[config.mk]
export PLATFORM = sky130hd
export DESIGN_NAME = mixmul_unit
export DESIGN_NICKNAME = d
export VERILOG_FILES = /design/src/rtl/mixmul_pkg.sv /design/src/rtl/mixmul_opext.sv /design/src/rtl/mixmul_array.sv /design/src/rtl/mixmul_align.sv /design/src/rtl/mixmul_unit.sv
export SDC_FILE = /design/constraint.sdc
export NUM_CORES = 1
export LEC_CHECK = 0
export ABC_AREA = 0
export BUFFER_PORTS_ARGS = -buffer_cell sky130_fd_sc_hd__buf_2
export CORE_ASPECT_RATIO = 2
export CORE_UTILIZATION = 55
export CTS_CLUSTER_SIZE = 10
export DETAILED_ROUTE_END_ITERATION = 6
export PLACE_DENSITY = 0.73
export SLEW_MARGIN = 20
export SYNTH_ARGS = -nofsm -noshare
export SYNTH_HDL_FRONTEND = slang
export SYNTH_SLANG_ARGS = --single-unit
[constraint.sdc]
create_clock -name clk_i -period 0.83 [get_ports clk_i]
set_input_delay 0.1245 -clock clk_i [delete_from_list [all_inputs] [get_ports clk_i]]
set_output_delay 0.1245 -clock clk_i [all_outputs]
set_load 0.02 [all_outputs]
[src/rtl/mixmul_pkg.sv]
package mixmul_pkg;

    // Per-operation interpretation of the operands and of the result
    typedef struct packed {
        logic a_sgn;
        logic b_sgn;
        logic frac;
    } mul_cfg_t;

    function automatic logic cfg_all_unsigned(mul_cfg_t c);
        return !c.a_sgn && !c.b_sgn;
    endfunction

endpackage

[src/rtl/mixmul_opext.sv]
module mixmul_opext #(
    parameter int W = 16
) (
    input  logic [W-1:0] op_i,
    input  logic         sgn_i,
    output logic [W:0]   ext_o
);
    // Top bit copies the operand MSB only when the operand is signed
    always_comb begin
        ext_o = {sgn_i & op_i[W-1], op_i};
    end
endmodule

[src/rtl/mixmul_array.sv]
module mixmul_array #(
    parameter int EXT = 17
) (
    input  logic [EXT-1:0]   a_i,
    input  logic [EXT-1:0]   b_i,
    output logic [2*EXT-1:0] raw_o
);
    localparam int RAW = 2 * EXT;

    logic [RAW-1:0] a_wide;
    logic [RAW-1:0] row [EXT];
    logic [RAW-1:0] acc_d;

    assign a_wide = {{EXT{a_i[EXT-1]}}, a_i};

    // One partial-product row for each multiplier bit
    for (genvar i = 0; i < EXT; i++) begin : g_row
        assign row[i] = b_i[i] ? (a_wide << i) : '0;
    end

    // The top multiplier bit has negative weight in two's complement
    always_comb begin
        acc_d = '0;
        for (int k = 0; k < EXT - 1; k++) begin
            acc_d = acc_d + row[k];
        end
        acc_d = acc_d - row[EXT-1];
        raw_o = acc_d;
    end
endmodule

[src/rtl/mixmul_align.sv]
module mixmul_align
    import mixmul_pkg::*;
#(
    parameter int OPW = 16
) (
    input  logic [2*OPW+1:0] raw_i,
    input  mul_cfg_t         cfg_i,
    output logic [2*OPW-1:0] res_o
);
    localparam int RAW = 2 * OPW + 2;
    localparam int RES = 2 * OPW;

    logic [RAW:0]   dbl_d;
    logic           uns_ovf_d;
    logic           sgn_ovf_d;
    logic [RES-1:0] sgn_sat_d;

    always_comb begin
        dbl_d     = {raw_i, 1'b0};
        // Unsigned pairs: any bit above the result width is overflow
        uns_ovf_d = |dbl_d[RAW:RES];
        // Signed range: the bits from RES-1 upward must all agree
        sgn_ovf_d = !((&dbl_d[RAW:RES-1]) || !(|dbl_d[RAW:RES-1]));
        sgn_sat_d = dbl_d[RAW] ? {1'b1, {(RES-1){1'b0}}}
                               : {1'b0, {(RES-1){1'b1}}};

        if (!cfg_i.frac) begin
            res_o = raw_i[RES-1:0];
        end else if (cfg_all_unsigned(cfg_i)) begin
            res_o = uns_ovf_d ? {RES{1'b1}} : dbl_d[RES-1:0];
        end else begin
            res_o = sgn_ovf_d ? sgn_sat_d : dbl_d[RES-1:0];
        end
    end
endmodule

[src/rtl/mixmul_unit.sv]
module mixmul_unit
    import mixmul_pkg::*;
#(
    parameter int OPW     = 16,
    parameter bit REG_OUT = 1'b1
) (
    input  logic             clk_i,
    input  logic             rst_ni,
    input  logic [OPW-1:0]   a_i,
    input  logic [OPW-1:0]   b_i,
    input  logic             a_sgn_i,
    input  logic             b_sgn_i,
    input  logic             frac_i,
    output logic [2*OPW-1:0] prod_o
);
    localparam int EXT = OPW + 1;
    localparam int RAW = 2 * EXT;
    localparam int RES = 2 * OPW;
    localparam logic [OPW-1:0] OP_MIN  = {1'b1, {(OPW-1){1'b0}}};
    localparam logic [RES-1:0] RES_MAX = {1'b0, {(RES-1){1'b1}}};

    typedef struct packed {
        logic [RES-1:0] prod;
    } stage_t;

    mul_cfg_t       cfg;
    logic [EXT-1:0] a_ext;
    logic [EXT-1:0] b_ext;
    logic [RAW-1:0] raw;
    logic [RES-1:0] res;
    stage_t         stage_d;

    assign cfg = '{a_sgn: a_sgn_i, b_sgn: b_sgn_i, frac: frac_i};

    mixmul_opext #(.W(OPW)) u_ext_a (.op_i(a_i), .sgn_i(a_sgn_i), .ext_o(a_ext));
    mixmul_opext #(.W(OPW)) u_ext_b (.op_i(b_i), .sgn_i(b_sgn_i), .ext_o(b_ext));

    mixmul_array #(.EXT(EXT)) u_array (.a_i(a_ext), .b_i(b_ext), .raw_o(raw));

    mixmul_align #(.OPW(OPW)) u_align (.raw_i(raw), .cfg_i(cfg), .res_o(res));

    always_comb begin
        stage_d      = '0;
        stage_d.prod = res;
    end

    if (REG_OUT) begin : g_reg
        stage_t stage_q;

        always_ff @(posedge clk_i or negedge rst_ni) begin
            if (!rst_ni) stage_q <= '0;
            else         stage_q <= stage_d;
        end

        assign prod_o = stage_q.prod;

        // output held at zero through reset
        a_r8_reset_zero: assert property (@(posedge clk_i)
            !rst_ni |=> prod_o == '0);

        // (-1.0) x (-1.0) in fractional form clamps to the largest positive value
        a_r6_frac_min_min: assert property (@(posedge clk_i) disable iff (!rst_ni)
            (frac_i && a_sgn_i && b_sgn_i && a_i == OP_MIN && b_i == OP_MIN)
            |=> prod_o == RES_MAX);

        // zero operand gives zero result
        a_r9_zero_operand: assert property (@(posedge clk_i) disable iff (!rst_ni)
            (a_i == '0 || b_i == '0) |=> prod_o == '0);

        // fractional results are even unless clamped high
        a_r5_frac_even: assert property (@(posedge clk_i) disable iff (!rst_ni)
            frac_i |=> (prod_o[0] == 1'b0 || prod_o == RES_MAX || prod_o == '1));

        // signed integer product of nonzero operands carries the XOR of the signs
        a_r2_sign_rule: assert property (@(posedge clk_i) disable iff (!rst_ni)
            (!frac_i && a_sgn_i && b_sgn_i && a_i != '0 && b_i != '0)
            |=> prod_o[RES-1] == ($past(a_i[OPW-1]) ^ $past(b_i[OPW-1])));
    end else begin : g_comb
        assign prod_o = stage_d.prod;
    end
endmodule

; Yosys cells after proc, flatten, opt, wreduce, memory -nomap -nowiden
; Cells that the tools add are included.
[classes]
n_addsub = 16
muxes = 22
n_lt_le_gt_ge = 0
eq_ne = 0
div = 0
n_bitwise = 2
shift = 0
n_reduce_logical = 8
multipliers = 0
[op_table]
columns = op, n
row1 = two-way mux 34 bit, 17
row2 = adder 34 bit, 15
row3 = two-way mux 32 bit, 5
row4 = subtractor 34 bit, 1
row5 = AND reduction 4 bit, 1
row6 = OR reduction 4 bit, 1
row7 = logical NOT 1 bit, 3
row8 = OR reduction 3 bit, 1
row9 = AND 1 bit, 2
row10 = logical AND 1 bit, 1
row11 = logical OR 1 bit, 1
[word_totals]
mem_bits_rw = 0
wordCells = 49
romBits = 0
latchBits = 0
mem_count = 0
in_bits = 37
out_inout_bits = 32
register_bits = 32

; Longest topological paths before layout
; Gate-level depths: netlist of run 1.
[logic_depth]
depth_word = 24
ltp_mapped = 28
depth_no_buf = 26

; Hierarchy
; Synthesis of run 1 repeated with hierarchy kept, for this count alone.
[unflattened]
hier_cells = 1336
area_unflattened_um2 = 12309.3
[by_module_without_submodules]
columns = mod, seq_area_each_um2, instances, area_each_um2, cells_per_inst
row1 = mixmul_array, 0.0, 1, 10623.9, 1153
row2 = mixmul_unit, 800.8, 1, 800.8, 32
row3 = mixmul_align, 0.0, 1, 631.9, 117
row4 = mixmul_opext, 0.0, 2, 126.4, 17

; Worst setup path after synthesis of run 1
; OpenSTA, ideal clock, no wires.
[synth_timing]
path_kind = in2reg
startpoint = input a_sgn_i
endpoint = register g_reg.stage_q, in the netlist prod_o[16]
path_stages = 27
arrival_time_ns = 6.742
n_path_buf = 3
setup_ns = 0.104
setup_slack_ns = -6.016
t_required_ns = 0.726
path_cell_list = and2_1 clkbuf_1 nand2_1 fa_1 inv_1 fa_1 inv_1 fa_1 inv_1 fa_1 inv_1 fa_1 inv_1 fa_1 ha_1 nand3_1 or4_1 nand3b_1 o2111ai_1 a21oi_2 xor2_2 a21oi_1 a31oi_4 nor2b_4 buf_6 buf_6 a221oi_1
[synth_via]
elab_chain_len = 24
elab_cells_between_ends = 46
cone_classes = add/sub (16) / mux (22) / bitwise (1) / reduce/logical (7)
[synth_lines]
columns = item, line
row1 = "start, declared", mixmul_unit.sv:11  ; input logic a_sgn_i,
row2 = AND 1 bit, mixmul_opext.sv:10  ; ext_o = {sgn_i & op_i[W-1], op_i};
row3 = two-way mux 34 bit, mixmul_array.sv:18  ; assign row[i] = b_i[i] ? (a_wide << i) : '0;
row4 = adder 34 bit (15 in a row), mixmul_array.sv:25  ; acc_d = acc_d + row[k];
row5 = subtractor 34 bit, mixmul_array.sv:27  ; acc_d = acc_d - row[EXT-1];
row6 = OR reduction 4 bit, mixmul_align.sv:23  ; sgn_ovf_d = !((&dbl_d[RAW:RES-1]) || !(|dbl_d[RAW:RES-1]));
row7 = logical NOT 1 bit, mixmul_align.sv:23
row8 = logical OR 1 bit, mixmul_align.sv:23
row9 = two-way mux 32 bit, mixmul_align.sv:32  ; res_o = sgn_ovf_d ? sgn_sat_d : dbl_d[RES-1:0];
row10 = two-way mux 32 bit, mixmul_align.sv:29  ; end else if (cfg_all_unsigned(cfg_i)) begin
row11 = two-way mux 32 bit (*), mixmul_align.sv:27  ; if (!cfg_i.frac) begin
row12 = named net res[16], mixmul_unit.sv:30  ; logic [RES-1:0] res;
row13 = "end signal, assigned", mixmul_unit.sv:52  ; else stage_q <= stage_d;
row14 = "end, declared", mixmul_unit.sv:48  ; stage_t stage_q;
; The timed path passes the listed nets; every way through them passes the cells marked *.

; Final worst setup path of run 1
[layout_timing]
startpoint = input a_i[4]
endpoint = register g_reg.stage_q, in the netlist prod_o[16]
[layout_via]
elab_chain_len = 23
elab_cells_between_ends = 43
cone_classes = add/sub (16) / mux (22) / reduce/logical (5)
[layout_lines]
columns = item, line
row1 = "start, declared", mixmul_unit.sv:9  ; input logic [OPW-1:0] a_i,
row2 = two-way mux 34 bit, mixmul_array.sv:18
row3 = adder 34 bit (15 in a row), mixmul_array.sv:25
row4 = subtractor 34 bit (*), mixmul_array.sv:27
row5 = OR reduction 4 bit, mixmul_align.sv:23
row6 = logical NOT 1 bit, mixmul_align.sv:23
row7 = logical OR 1 bit, mixmul_align.sv:23
row8 = two-way mux 32 bit, mixmul_align.sv:32
row9 = two-way mux 32 bit, mixmul_align.sv:29
row10 = two-way mux 32 bit (*), mixmul_align.sv:27
row11 = named net res[16], mixmul_unit.sv:30
; Marked as above.

==> impl_metrics.prom, run 1 <==
# TYPE chip_impl_metric gauge
chip_impl_metric{name="layout.cell_area.non_filler",unit="µm²"} 15490
chip_impl_info{name="clk_root_buffer_cell",value="clkbuf_16"} 1
chip_impl_metric{name="tritoncts.num_buffers",unit=""} 5
chip_impl_metric{name="ioPinCount",unit=""} 69
chip_impl_metric{name="layout_min_cycle_time",unit="ns"} 6.632
chip_impl_metric{name="row_count",unit=""} 76
chip_impl_metric{name="async_reset_ff_share",unit="%"} 100.0
chip_impl_info{name="cpLargestDelayFamily",value="adder cells"} 1
chip_impl_metric{name="slew_worst_pin",unit="ns"} 0.7326
chip_impl_info{name="layout_commonest_cell",value="fa_1"} 1
chip_impl_metric{name="routed_wirelength",unit="µm"} 37180
chip_impl_metric{name="synthesis.nets",unit=""} 1682
chip_impl_metric{name="clk_pin_slew",unit="ns"} 0.06
chip_impl_metric{name="timing.max_cap.violations",unit=""} 0
chip_impl_metric{name="n_antenna_cell",unit=""} 0
chip_impl_metric{name="synth-seq-area-share",unit="%"} 6.664
chip_impl_metric{name="initial_detailed_routing_violation_count",unit=""} 539
chip_impl_metric{name="vias_in_the_first_global_route",unit=""} 11610
chip_impl_metric{name="syn-cell-area",unit="µm²"} 12020
chip_impl_metric{name="synth_edf_count",unit=""} 0
chip_impl_info{name="timing.critical_path.from",value="a_i[4]"} 1
chip_impl_metric{name="grt_first_pass_wirelength",unit="µm"} 55890
chip_impl_metric{name="final-max-slew-violation-count",unit=""} 0
chip_impl_metric{name="netlist.area_leader.share",unit="%"} 49.98
chip_impl_info{name="post_synth_main_area_contributors",value="fa_1 50%, inv_1 9.3%, ha_1 7.7%"} 1
chip_impl_info{name="endpoint_kind",value="register"} 1
chip_impl_info{name="tritoncts_clock_tree",value="yes"} 1
chip_impl_info{name="crit_path_end",value="prod_o[16]"} 1
chip_impl_metric{name="finalCritPeriodShare",unit="%"} 799.0
chip_impl_metric{name="final_net_count",unit=""} 1941
chip_impl_metric{name="antenna_found_initial",unit=""} 0
chip_impl_metric{name="die_area",unit="µm²"} 22480
chip_impl_metric{name="syn2layout_area_growth",unit="%"} 28.95
chip_impl_metric{name="drt_first_pass_iters",unit=""} 7
chip_impl_metric{name="yosysWarningCount",unit=""} 0
chip_impl_metric{name="post_drt_via_cell_ratio",unit=""} 5.666
chip_impl_metric{name="vias_after_detailed_routing",unit=""} 10220
chip_impl_metric{name="cpPeakStageDelay",unit="ns"} 0.61
chip_impl_metric{name="max_freq",unit="MHz"} 150.8
chip_impl_info{name="start_to_end_type_of_the_worst_setup_path",value="input pin to register"} 1
chip_impl_metric{name="hpwlAfterDp",unit="µm"} 28710
chip_impl_metric{name="fillers",unit=""} 1498
chip_impl_info{name="yosys_most_used_dff",value="dfrtp_1"} 1
chip_impl_metric{name="report.final.setup_viol",unit=""} 64
chip_impl_metric{name="drt-wirelength-per-cell",unit="µm"} 20.61
chip_impl_metric{name="chipWidth",unit="µm"} 106.5
chip_impl_metric{name="detail-route-antenna-nets",unit=""} 0
chip_impl_info{name="violations",value="design-rule violations, negative setup slack"} 1
chip_impl_info{name="min_path_type",value="input pin to async pin"} 1
chip_impl_metric{name="netlist-cell-type-count",unit=""} 61
chip_impl_metric{name="worstSetupPathDepth",unit=""} 26
chip_impl_metric{name="setup_slack",unit="ns"} -5.802
chip_impl_metric{name="worst-endpoint-required",unit="ns"} 0.99
chip_impl_info{name="most-common-layout-cells",value="291 x fa_1, 290 x inv_1, 222 x nand2_1"} 1
chip_impl_info{name="run_status",value="complete, but fails checks"} 1
chip_impl_metric{name="core",unit="µm²"} 21490
chip_impl_metric{name="largest_register_ff_count",unit=""} 32
chip_impl_metric{name="worstPathBufferInverterCount",unit=""} 8
chip_impl_metric{name="dpl_cell_area",unit="µm²"} 14220
chip_impl_info{name="grt_setup_unrepaired",value="yes"} 1
chip_impl_metric{name="syn-mean-instance-area",unit="µm²"} 9.454
chip_impl_metric{name="timing.final.hold_violations",unit=""} 0
chip_impl_info{name="critPathLaunchType",value="input pin"} 1
chip_impl_metric{name="worst_slew_margin_rel",unit="%"} 50.98
chip_impl_info{name="synth_area_leader_cell",value="fa_1"} 1
chip_impl_metric{name="port-buffer-count",unit=""} 68
chip_impl_metric{name="gpl.final_weighted_congestion",unit=""} 0.9900
chip_impl_info{name="critPathSlowestCell",value="fa_2"} 1
chip_impl_metric{name="grt-ovfl-total",unit=""} 0
chip_impl_metric{name="netlist_instances",unit=""} 1271
chip_impl_metric{name="synth-seq-cells",unit=""} 32
chip_impl_metric{name="crit_arrival",unit="ns"} 6.79
chip_impl_metric{name="largest_net_degree_at_the_start_of_global_routing",unit=""} 33
chip_impl_metric{name="crit_path_max_fanout",unit=""} 8
chip_impl_metric{name="grt_usage",unit="%"} 33.05
chip_impl_metric{name="final_core_util",unit="%"} 72.10
chip_impl_metric{name="die_h",unit="µm"} 211.0
chip_impl_metric{name="initial_core_util",unit="%"} 55.92
chip_impl_info{name="critPathMostFrequentCell",value="fa_1"} 1
chip_impl_metric{name="final_layout_size_suffix_gt1_share",unit="%"} 27.24
chip_impl_metric{name="drc_violations",unit=""} 1
chip_impl_metric{name="cts.sinks",unit=""} 32
chip_impl_metric{name="cts-root-to-sink-buffers",unit=""} 2
chip_impl_metric{name="level_count_of_the_clock_h_tree",unit=""} 2
[cell type report]
cell class              instances  area [µm²]  share of cell area (%)
multi-input cells             886       10480                   67.61
well taps                     273       341.6                   2.204
inverters                     299        1125                   7.259
flip-flops and latches         32       800.8                   5.168
clock inverters                 3       42.54                  0.2745
repair buffers                306        2584                   16.67
clock buffers                   5       125.1                  0.8075
[cells in the mapped netlist (2+ instances only)]
| library cell | instances |
|---|---|
| a211oi_1 | 5 |
| o21ai_0 | 15 |
| nand2_1 | 231 |
| o211ai_1 | 3 |
| a221o_1 | 6 |
| a31oi_1 | 5 |
| o21a_1 | 3 |
| o2111ai_1 | 2 |
| nand3_1 | 7 |
| nand2b_1 | 3 |
| dfrtp_1 | 32 |
| nor2b_1 | 2 |
| buf_6 | 3 |
| a21oi_1 | 21 |
| a21o_1 | 4 |
| o31ai_1 | 2 |
| o21bai_1 | 3 |
| a221oi_2 | 3 |
| xnor2_2 | 2 |
| nor3_1 | 3 |
| ha_1 | 74 |
| and2_1 | 84 |
| a211o_1 | 2 |
| clkbuf_1 | 51 |
| o21ai_1 | 4 |
| xnor2_1 | 24 |
| nand4_1 | 4 |
| inv_1 | 298 |
| and3_1 | 9 |
| o221ai_1 | 6 |
| nor2_1 | 10 |
| xor2_1 | 8 |
| a221oi_1 | 15 |
| fa_1 | 300 |
[per-layer routing]
metal  global-route usage, %  up-vias  part of all wire (%)
li1                        -     4329                     -
met1                   29.13     5210                    28
met2                   63.01      442                    57
met3                   5.369      240                   4.3
met4                   27.87        0                    10
met5                       0        -                     0
[how the worst min path moves through the flow]
stage | to | slack [ns] | cells past startpoint
after floorplan | prod_o[0] | -0.17 | 0
after global placement | prod_o[21] | 0.08 | 2
after detailed placement | prod_o[26] | 0.09 | 2
after CTS | prod_o[0] | 0.27 | 3
after global routing | prod_o[0] | 0.38 | 3
final | prod_o[26] | 0.35 | 3
[kinds of logic after synthesis]
| kind of cell | count (synthesis) | synth area share (%) |
|---|---|---|
| XOR/XNOR | 35 | 2.738 |
| buffers and inverters | 353 | 11.21 |
| adder cells (fa/ha/maj) | 374 | 57.68 |
| multiplexers | 1 | 0.1145 |
| AND/OR/NAND/NOR | 360 | 13.85 |
| flip-flops | 32 | 6.664 |
| AO/OA/AOI/OAI | 116 | 7.737 |
[through the flow]
step | TNS [ns] | instances | setup WS [ns] | hold slack, ns
floorplan | -174.90 | 1271 | -5.602 | -0.1711
global placement | -186.21 | 1768 | -5.904 | 0.08492
detailed placement | -191.27 | 1768 | -6.093 | 0.09426
CTS | -175.99 | 1793 | -5.460 | 0.2700
global route | -188.41 | 1804 | -5.945 | 0.3774
finish | -182.27 | 1804 | -5.802 | 0.3532
[timing repair]
action                                  CTS  global route
gates resized for setup                 134            67
gates cloned                              1             1
hold endpoints to repair                 32             0
endpoints found under the setup margin   64            64
buffers inserted                         16            13
pin swaps                                38            31
hold buffers                              1             0
Power of run 1 is not shown: default switching activity piles up to over one toggle a cycle in this logic, so the estimate is an artifact.
==> inputs of run 2 (changes only) <==
--- a/config.mk
+++ b/config.mk
@@ -12,6 +12,7 @@
 export CTS_CLUSTER_SIZE = 10
 export DETAILED_ROUTE_END_ITERATION = 6
 export PLACE_DENSITY = 0.73
+export RECOVER_POWER = 50
 export SLEW_MARGIN = 20
 export SYNTH_ARGS = -nofsm -noshare
 export SYNTH_HDL_FRONTEND = slang
==> run 2 against run 1 <==
Net effect: the flow finishes with violations (negative setup slack); via count decreased by 0.17%; global-route usage unchanged; worst setup slack improved by 0.0026 ns; highest routed layer unchanged; cell count unchanged; critical path depth unchanged; die area unchanged; final area about the same; first-iteration DRC count unchanged.
==> impl_metrics.prom, run 2 (synthesis results as in run 1) <==
# TYPE chip_impl_metric gauge
chip_impl_metric{name="vias_in_the_first_global_route",unit=""} 11610
chip_impl_metric{name="initial_core_util",unit="%"} 55.92
chip_impl_info{name="cpLargestDelayFamily",value="adder cells"} 1
chip_impl_info{name="endpoint_kind",value="register"} 1
chip_impl_metric{name="grt_usage",unit="%"} 33.05
chip_impl_info{name="start_to_end_type_of_the_worst_setup_path",value="input pin to register"} 1
chip_impl_info{name="run_status",value="complete, but fails checks"} 1
chip_impl_metric{name="report.final.setup_viol",unit=""} 64
chip_impl_metric{name="cts-root-to-sink-buffers",unit=""} 2
chip_impl_metric{name="final-max-slew-violation-count",unit=""} 0
chip_impl_metric{name="worstPathBufferInverterCount",unit=""} 8
chip_impl_info{name="most-common-layout-cells",value="291 x fa_1, 290 x inv_1, 222 x nand2_1"} 1
chip_impl_metric{name="detail-route-antenna-nets",unit=""} 0
chip_impl_metric{name="finalCritPeriodShare",unit="%"} 798.7
chip_impl_metric{name="final_net_count",unit=""} 1941
chip_impl_metric{name="initial_detailed_routing_violation_count",unit=""} 539
chip_impl_metric{name="grt-ovfl-total",unit=""} 0
chip_impl_metric{name="antenna_found_initial",unit=""} 0
chip_impl_metric{name="drt-wirelength-per-cell",unit="µm"} 20.59
chip_impl_metric{name="post_drt_via_cell_ratio",unit=""} 5.656
chip_impl_metric{name="crit_path_max_fanout",unit=""} 8
chip_impl_metric{name="layout_min_cycle_time",unit="ns"} 6.629
chip_impl_metric{name="die_area",unit="µm²"} 22480
chip_impl_metric{name="largest_register_ff_count",unit=""} 32
chip_impl_info{name="critPathSlowestCell",value="fa_2"} 1
chip_impl_metric{name="drt_first_pass_iters",unit=""} 5
chip_impl_metric{name="setup_slack",unit="ns"} -5.799
chip_impl_metric{name="fillers",unit=""} 1500
chip_impl_metric{name="row_count",unit=""} 76
chip_impl_info{name="grt_setup_unrepaired",value="yes"} 1
chip_impl_metric{name="clk_pin_slew",unit="ns"} 0.06
chip_impl_metric{name="hpwlAfterDp",unit="µm"} 28710
chip_impl_metric{name="gpl.final_weighted_congestion",unit=""} 0.9900
chip_impl_metric{name="worst-endpoint-required",unit="ns"} 0.99
chip_impl_info{name="tritoncts_clock_tree",value="yes"} 1
chip_impl_metric{name="chipWidth",unit="µm"} 106.5
chip_impl_metric{name="largest_net_degree_at_the_start_of_global_routing",unit=""} 33
chip_impl_info{name="clk_root_buffer_cell",value="clkbuf_16"} 1
chip_impl_metric{name="multi_input_comb_area",unit="µm²"} 10480
chip_impl_metric{name="timing.final.hold_violations",unit=""} 0
chip_impl_metric{name="die_h",unit="µm"} 211.0
chip_impl_metric{name="core",unit="µm²"} 21490
chip_impl_info{name="min_path_type",value="input pin to register"} 1
chip_impl_metric{name="level_count_of_the_clock_h_tree",unit=""} 2
chip_impl_metric{name="timing.max_cap.violations",unit=""} 0
chip_impl_metric{name="ioPinCount",unit=""} 69
chip_impl_metric{name="final_layout_size_suffix_gt1_share",unit="%"} 27.24
chip_impl_metric{name="crit_arrival",unit="ns"} 6.79
chip_impl_metric{name="n_antenna_cell",unit=""} 0
chip_impl_metric{name="cts.sinks",unit=""} 32
chip_impl_info{name="violations",value="negative setup slack"} 1
chip_impl_metric{name="vias_after_detailed_routing",unit=""} 10200
chip_impl_metric{name="max_freq",unit="MHz"} 150.9
chip_impl_info{name="critPathLaunchType",value="input pin"} 1
chip_impl_metric{name="routed_wirelength",unit="µm"} 37150
chip_impl_metric{name="syn2layout_area_growth",unit="%"} 28.84
chip_impl_metric{name="grt_first_pass_wirelength",unit="µm"} 55890
chip_impl_metric{name="worst_slew_margin_rel",unit="%"} 51.34
chip_impl_info{name="layout_commonest_cell",value="fa_1"} 1
chip_impl_metric{name="slew_worst_pin",unit="ns"} 0.7271
chip_impl_metric{name="port-buffer-count",unit=""} 68
chip_impl_metric{name="post-place-ws",unit="ns"} -6.093
chip_impl_metric{name="drc_violations",unit=""} 0
chip_impl_metric{name="tritoncts.num_buffers",unit=""} 5
chip_impl_metric{name="cpPeakStageDelay",unit="ns"} 0.61
chip_impl_metric{name="layout.area.seq",unit="µm²"} 800.8
chip_impl_info{name="critPathMostFrequentCell",value="fa_1"} 1
==> run 2: timing repair <==
action / in CTS / in global routing
resized for setup: 134 / 67
pin swaps: 38 / 31
endpoints found under the setup margin: 64 / 64
setup buffers: 16 / 13
gates cloned: 1 / 1
hold buffers: 1 / 0
endpoints found under the hold margin: 32 / 0
==> run 2: worst paths after layout <==
| kind | to | from | cells past startpoint | slack (ns) |
|---|---|---|---|---|
| max in group asynchronous | prod_o[24] | rst_ni | 3 | 0.10 |
| max | prod_o[16] | a_i[4] | 26 | -5.80 |
| min | prod_o[31] | frac_i | 4 | 0.39 |
| min in group asynchronous | prod_o[26] | rst_ni | 3 | 0.42 |
==> run 2: cell type report <==
type | count | share of cell area, %
Multi-Input combinational cell | 886 | 67.67
Timing Repair Buffer | 306 | 16.61
Inverter | 299 | 7.265
Sequential cell | 32 | 5.172
Tap cell | 273 | 2.206
Clock buffer | 5 | 0.8081
Clock inverter | 3 | 0.2748
==> run 2: metrics by stage <==
step / area, µm² / TNS [ns] / cells / hold WS [ns] / util, %
after detailed placement: 14220 / -191.27 / 1768 / 0.09426 / 66.19
after floorplan: 12200 / -174.90 / 1271 / -0.1711 / -
after global routing: 15480 / -188.41 / 1804 / 0.4045 / 72.04
after CTS: 15040 / -175.99 / 1793 / 0.2700 / 70.00
final: 15480 / -182.26 / 1804 / 0.3948 / 72.04
after global placement: 14220 / -186.21 / 1768 / 0.08492 / 66.19
==> run 2: per-layer routing <==
metal	track usage (%)	part of all wire [%]	routed length (µm)	up-vias
met2	63.01	57	21150	436
met3	5.369	4.3	1587	232
met4	27.87	10	3843	0
met1	29.13	28	10570	5206
li1	-	-	-	4330
met5	0	0	0	-
Power of run 2 is left out for the same reason.
==> inputs of run 3 (changes only) <==
--- a/config.mk
+++ b/config.mk
@@ -16,4 +16,5 @@
 export SLEW_MARGIN = 20
 export SYNTH_ARGS = -nofsm -noshare
 export SYNTH_HDL_FRONTEND = slang
+export SYNTH_HIERARCHICAL = 1
 export SYNTH_SLANG_ARGS = --single-unit
==> run 3 against run 2 <==
Net effect: synthesized area is 2.4% higher; count of clock-buffer cells in the layout is 2 higher; the run still ends with negative setup slack left; worst hold slack worse by 0.11 ns; sequential share of layout area is 0.060 points higher; critical path type unchanged; highest routed layer unchanged; critical path depth is 2 higher; core utilization is 2.7 points lower.
==> impl_metrics.prom, run 3 <==
# TYPE chip_impl_metric gauge
chip_impl_info{name="run_status",value="complete, but fails checks"} 1
chip_impl_info{name="violations",value="negative setup slack"} 1
chip_impl_metric{name="worst_slew_margin_rel",unit="%"} 50.80
chip_impl_metric{name="vias_after_detailed_routing",unit=""} 10380
chip_impl_metric{name="yosysWarningCount",unit=""} 6
chip_impl_metric{name="n_antenna_cell",unit=""} 0
chip_impl_info{name="critPathSlowestCell",value="fa_1"} 1
chip_impl_info{name="cpLargestDelayFamily",value="adder cells"} 1
chip_impl_metric{name="netlist_instances",unit=""} 1336
chip_impl_info{name="most-common-layout-cells",value="289 x fa_1, 270 x inv_1, 213 x buf_4"} 1
chip_impl_metric{name="post_drt_via_cell_ratio",unit=""} 5.710
chip_impl_metric{name="core",unit="µm²"} 22060
chip_impl_info{name="endpoint_kind",value="register"} 1
chip_impl_info{name="synth_area_leader_cell",value="fa_1"} 1
chip_impl_metric{name="cpPeakStageDelay",unit="ns"} 0.61
chip_impl_metric{name="cts-root-to-sink-buffers",unit=""} 2
chip_impl_metric{name="syn-mean-instance-area",unit="µm²"} 9.214
chip_impl_metric{name="fillers",unit=""} 1587
chip_impl_metric{name="layout_min_cycle_time",unit="ns"} 6.379
chip_impl_metric{name="final_layout_size_suffix_gt1_share",unit="%"} 25.57
chip_impl_metric{name="netlist-cell-type-count",unit=""} 65
chip_impl_info{name="clk_root_buffer_cell",value="clkbuf_16"} 1
chip_impl_metric{name="drc_violations",unit=""} 0
chip_impl_metric{name="timing.max_cap.violations",unit=""} 0
chip_impl_metric{name="synth_edf_count",unit=""} 0
chip_impl_info{name="critPathMostFrequentCell",value="fa_1"} 1
chip_impl_info{name="layout_commonest_cell",value="fa_1"} 1
chip_impl_info{name="timing.critical_path.from",value="a_sgn_i"} 1
chip_impl_info{name="hold_path_startpoint",value="frac_i"} 1
chip_impl_info{name="grt_setup_unrepaired",value="yes"} 1
chip_impl_metric{name="crit_arrival",unit="ns"} 6.56
chip_impl_metric{name="slew_worst_pin",unit="ns"} 0.7287
chip_impl_metric{name="drt-wirelength-per-cell",unit="µm"} 20.33
chip_impl_metric{name="ioPinCount",unit=""} 69
chip_impl_metric{name="grt_first_pass_wirelength",unit="µm"} 55660
chip_impl_metric{name="report.final.setup_viol",unit=""} 64
chip_impl_metric{name="port-buffer-count",unit=""} 68
chip_impl_info{name="post_synth_main_area_contributors",value="fa_1 49%, inv_1 8.4%, ha_1 7.5%"} 1
chip_impl_metric{name="grt-ovfl-total",unit=""} 0
chip_impl_metric{name="netlist.area_leader.share",unit="%"} 48.79
chip_impl_info{name="yosys_most_used_dff",value="dfrtp_1"} 1
chip_impl_metric{name="grt_usage",unit="%"} 32.53
chip_impl_info{name="start_to_end_type_of_the_worst_setup_path",value="input pin to register"} 1
chip_impl_metric{name="antenna_found_initial",unit=""} 0
chip_impl_metric{name="routed_wirelength",unit="µm"} 36950
chip_impl_metric{name="post-place-ws",unit="ns"} -5.849
chip_impl_metric{name="dp.cells",unit=""} 1783
chip_impl_metric{name="crit_path_max_fanout",unit=""} 8
chip_impl_metric{name="tritoncts.num_buffers",unit=""} 5
chip_impl_metric{name="final_core_util",unit="%"} 69.36
chip_impl_metric{name="largest_register_ff_count",unit=""} 32
chip_impl_info{name="critPathLaunchType",value="input pin"} 1
chip_impl_metric{name="largest_net_degree_at_the_start_of_global_routing",unit=""} 33
chip_impl_metric{name="timing.final.hold_violations",unit=""} 0
chip_impl_metric{name="row_count",unit=""} 77
chip_impl_metric{name="drt_first_pass_iters",unit=""} 6
chip_impl_metric{name="final-max-slew-violation-count",unit=""} 0
chip_impl_metric{name="initial_core_util",unit="%"} 55.79
chip_impl_info{name="min_path_type",value="input pin to register"} 1
chip_impl_metric{name="chipWidth",unit="µm"} 107.8
chip_impl_info{name="tritoncts_clock_tree",value="yes"} 1
chip_impl_metric{name="detail-route-antenna-nets",unit=""} 0
chip_impl_metric{name="synthesis.nets",unit=""} 1747
chip_impl_metric{name="initial_detailed_routing_violation_count",unit=""} 699
chip_impl_metric{name="clk_pin_slew",unit="ns"} 0.05
chip_impl_metric{name="level_count_of_the_clock_h_tree",unit=""} 2
chip_impl_metric{name="gpl.final_weighted_congestion",unit=""} 0.9311
chip_impl_metric{name="cts.sinks",unit=""} 32
chip_impl_metric{name="finalCritPeriodShare",unit="%"} 768.5
chip_impl_metric{name="syn2layout_area_growth",unit="%"} 24.32
chip_impl_info{name="worst_hold_path.endpoint",value="prod_o[31]"} 1
chip_impl_metric{name="worst-endpoint-required",unit="ns"} 1.01
chip_impl_metric{name="syn-cell-area",unit="µm²"} 12310
chip_impl_metric{name="synth-seq-area-share",unit="%"} 6.505
chip_impl_metric{name="async_reset_ff_share",unit="%"} 100.0
chip_impl_metric{name="hpwlAfterDp",unit="µm"} 28700
chip_impl_metric{name="final_net_count",unit=""} 1951
chip_impl_metric{name="worstHoldPathCells",unit=""} 4
chip_impl_metric{name="die_h",unit="µm"} 213.6
chip_impl_metric{name="max_freq",unit="MHz"} 156.8
chip_impl_metric{name="worstPathBufferInverterCount",unit=""} 9
chip_impl_metric{name="setup_slack",unit="ns"} -5.549
chip_impl_metric{name="vias_in_the_first_global_route",unit=""} 11500
chip_impl_metric{name="finish.cell_count_without_fillers",unit=""} 1817
chip_impl_info{name="netlist_top_cells_count",value="300 x fa_1, 275 x inv_1, 208 x nand2_1"} 1
chip_impl_metric{name="die_area",unit="µm²"} 23020
chip_impl_metric{name="worst_hold_slack",unit="ns"} 0.2817
chip_impl_info{name="yosysMostFrequentCell",value="fa_1"} 1
chip_impl_metric{name="synth-seq-cells",unit=""} 32
run 3: changes by cell type after synthesis, sizes merged, moves of 3 or more:
cell	delta
o221ai	-5
or3	+3
nand2	-23
inv	-23
nor2	+41
a221oi	-18
xnor2	-3
a221o	-5
and3	-3
buf	+37
o21ai	+25
and2	+11
a21oi	+23
run 3: what timing repair did:
action,4_1_cts,5_1_grt
setup buffers,11,7
endpoints found under the setup margin,64,64
cloned,5,2
hold buffers,1,0
gates resized for setup,156,36
pin swaps,24,16
hold endpoints to repair,32,0
run 3: metal layers:
metal,share of wire [%],vias up,global-route usage [%]
met5,0,-,0
met4,10,0,25.65
met3,4.1,249,3.739
met2,57,444,63.46
met1,29,5307,29.23
li1,-,4375,-
run 3: kinds of logic (layout without fill, tap and decap cells):
kind of cell             count (synthesis)  after routing  synth area share, %
buffers and inverters                  366            571                12.52
adder cells (fa/ha/maj)                374            374                56.31
AO/OA/AOI/OAI                          136            136                7.319
flip-flops                              32             32                6.505
multiplexers                             1              1              0.08132
AND/OR/NAND/NOR                        397            397                15.13
XOR/XNOR                                30             30                2.135
run 3: tightest hold or removal path, stage by stage:
cell    delay [ns]
buf_2         0.14
buf_4         0.13
nor2_1        0.04
nor2_1        0.09
run 3: how the worst max path moves through the flow:
stage | slack [ns] | to | depth (start not counted)
floorplan | -5.53 | prod_o[21] | 26
global placement | -5.69 | prod_o[30] | 28
detailed placement | -5.85 | prod_o[21] | 28
CTS | -5.45 | prod_o[9] | 26
global route | -5.76 | prod_o[1] | 25
finish | -5.55 | prod_o[13] | 28
run 3: final cells by class:
class / instances / area [µm²] / share of cell area, %
Clock buffer: 7 / 152.6 / 0.9975
Clock inverter: 1 / 30.03 / 0.1962
Inverter: 275 / 1035 / 6.762
Multi-Input combinational cell: 938 / 10390 / 67.92
Sequential cell: 32 / 800.8 / 5.233
Tap cell: 276 / 345.3 / 2.257
Timing Repair Buffer: 288 / 2546 / 16.64
run 3: per-stage QoR:
step	area (µm²)	TNS, ns
detailed placement	14160	-185.32
finish	15300	-177.49
global route	15300	-184.34
floorplan	12520	-174.97
CTS	15120	-176.08
global placement	14160	-180.38
Power of run 3 is left out for the same reason.
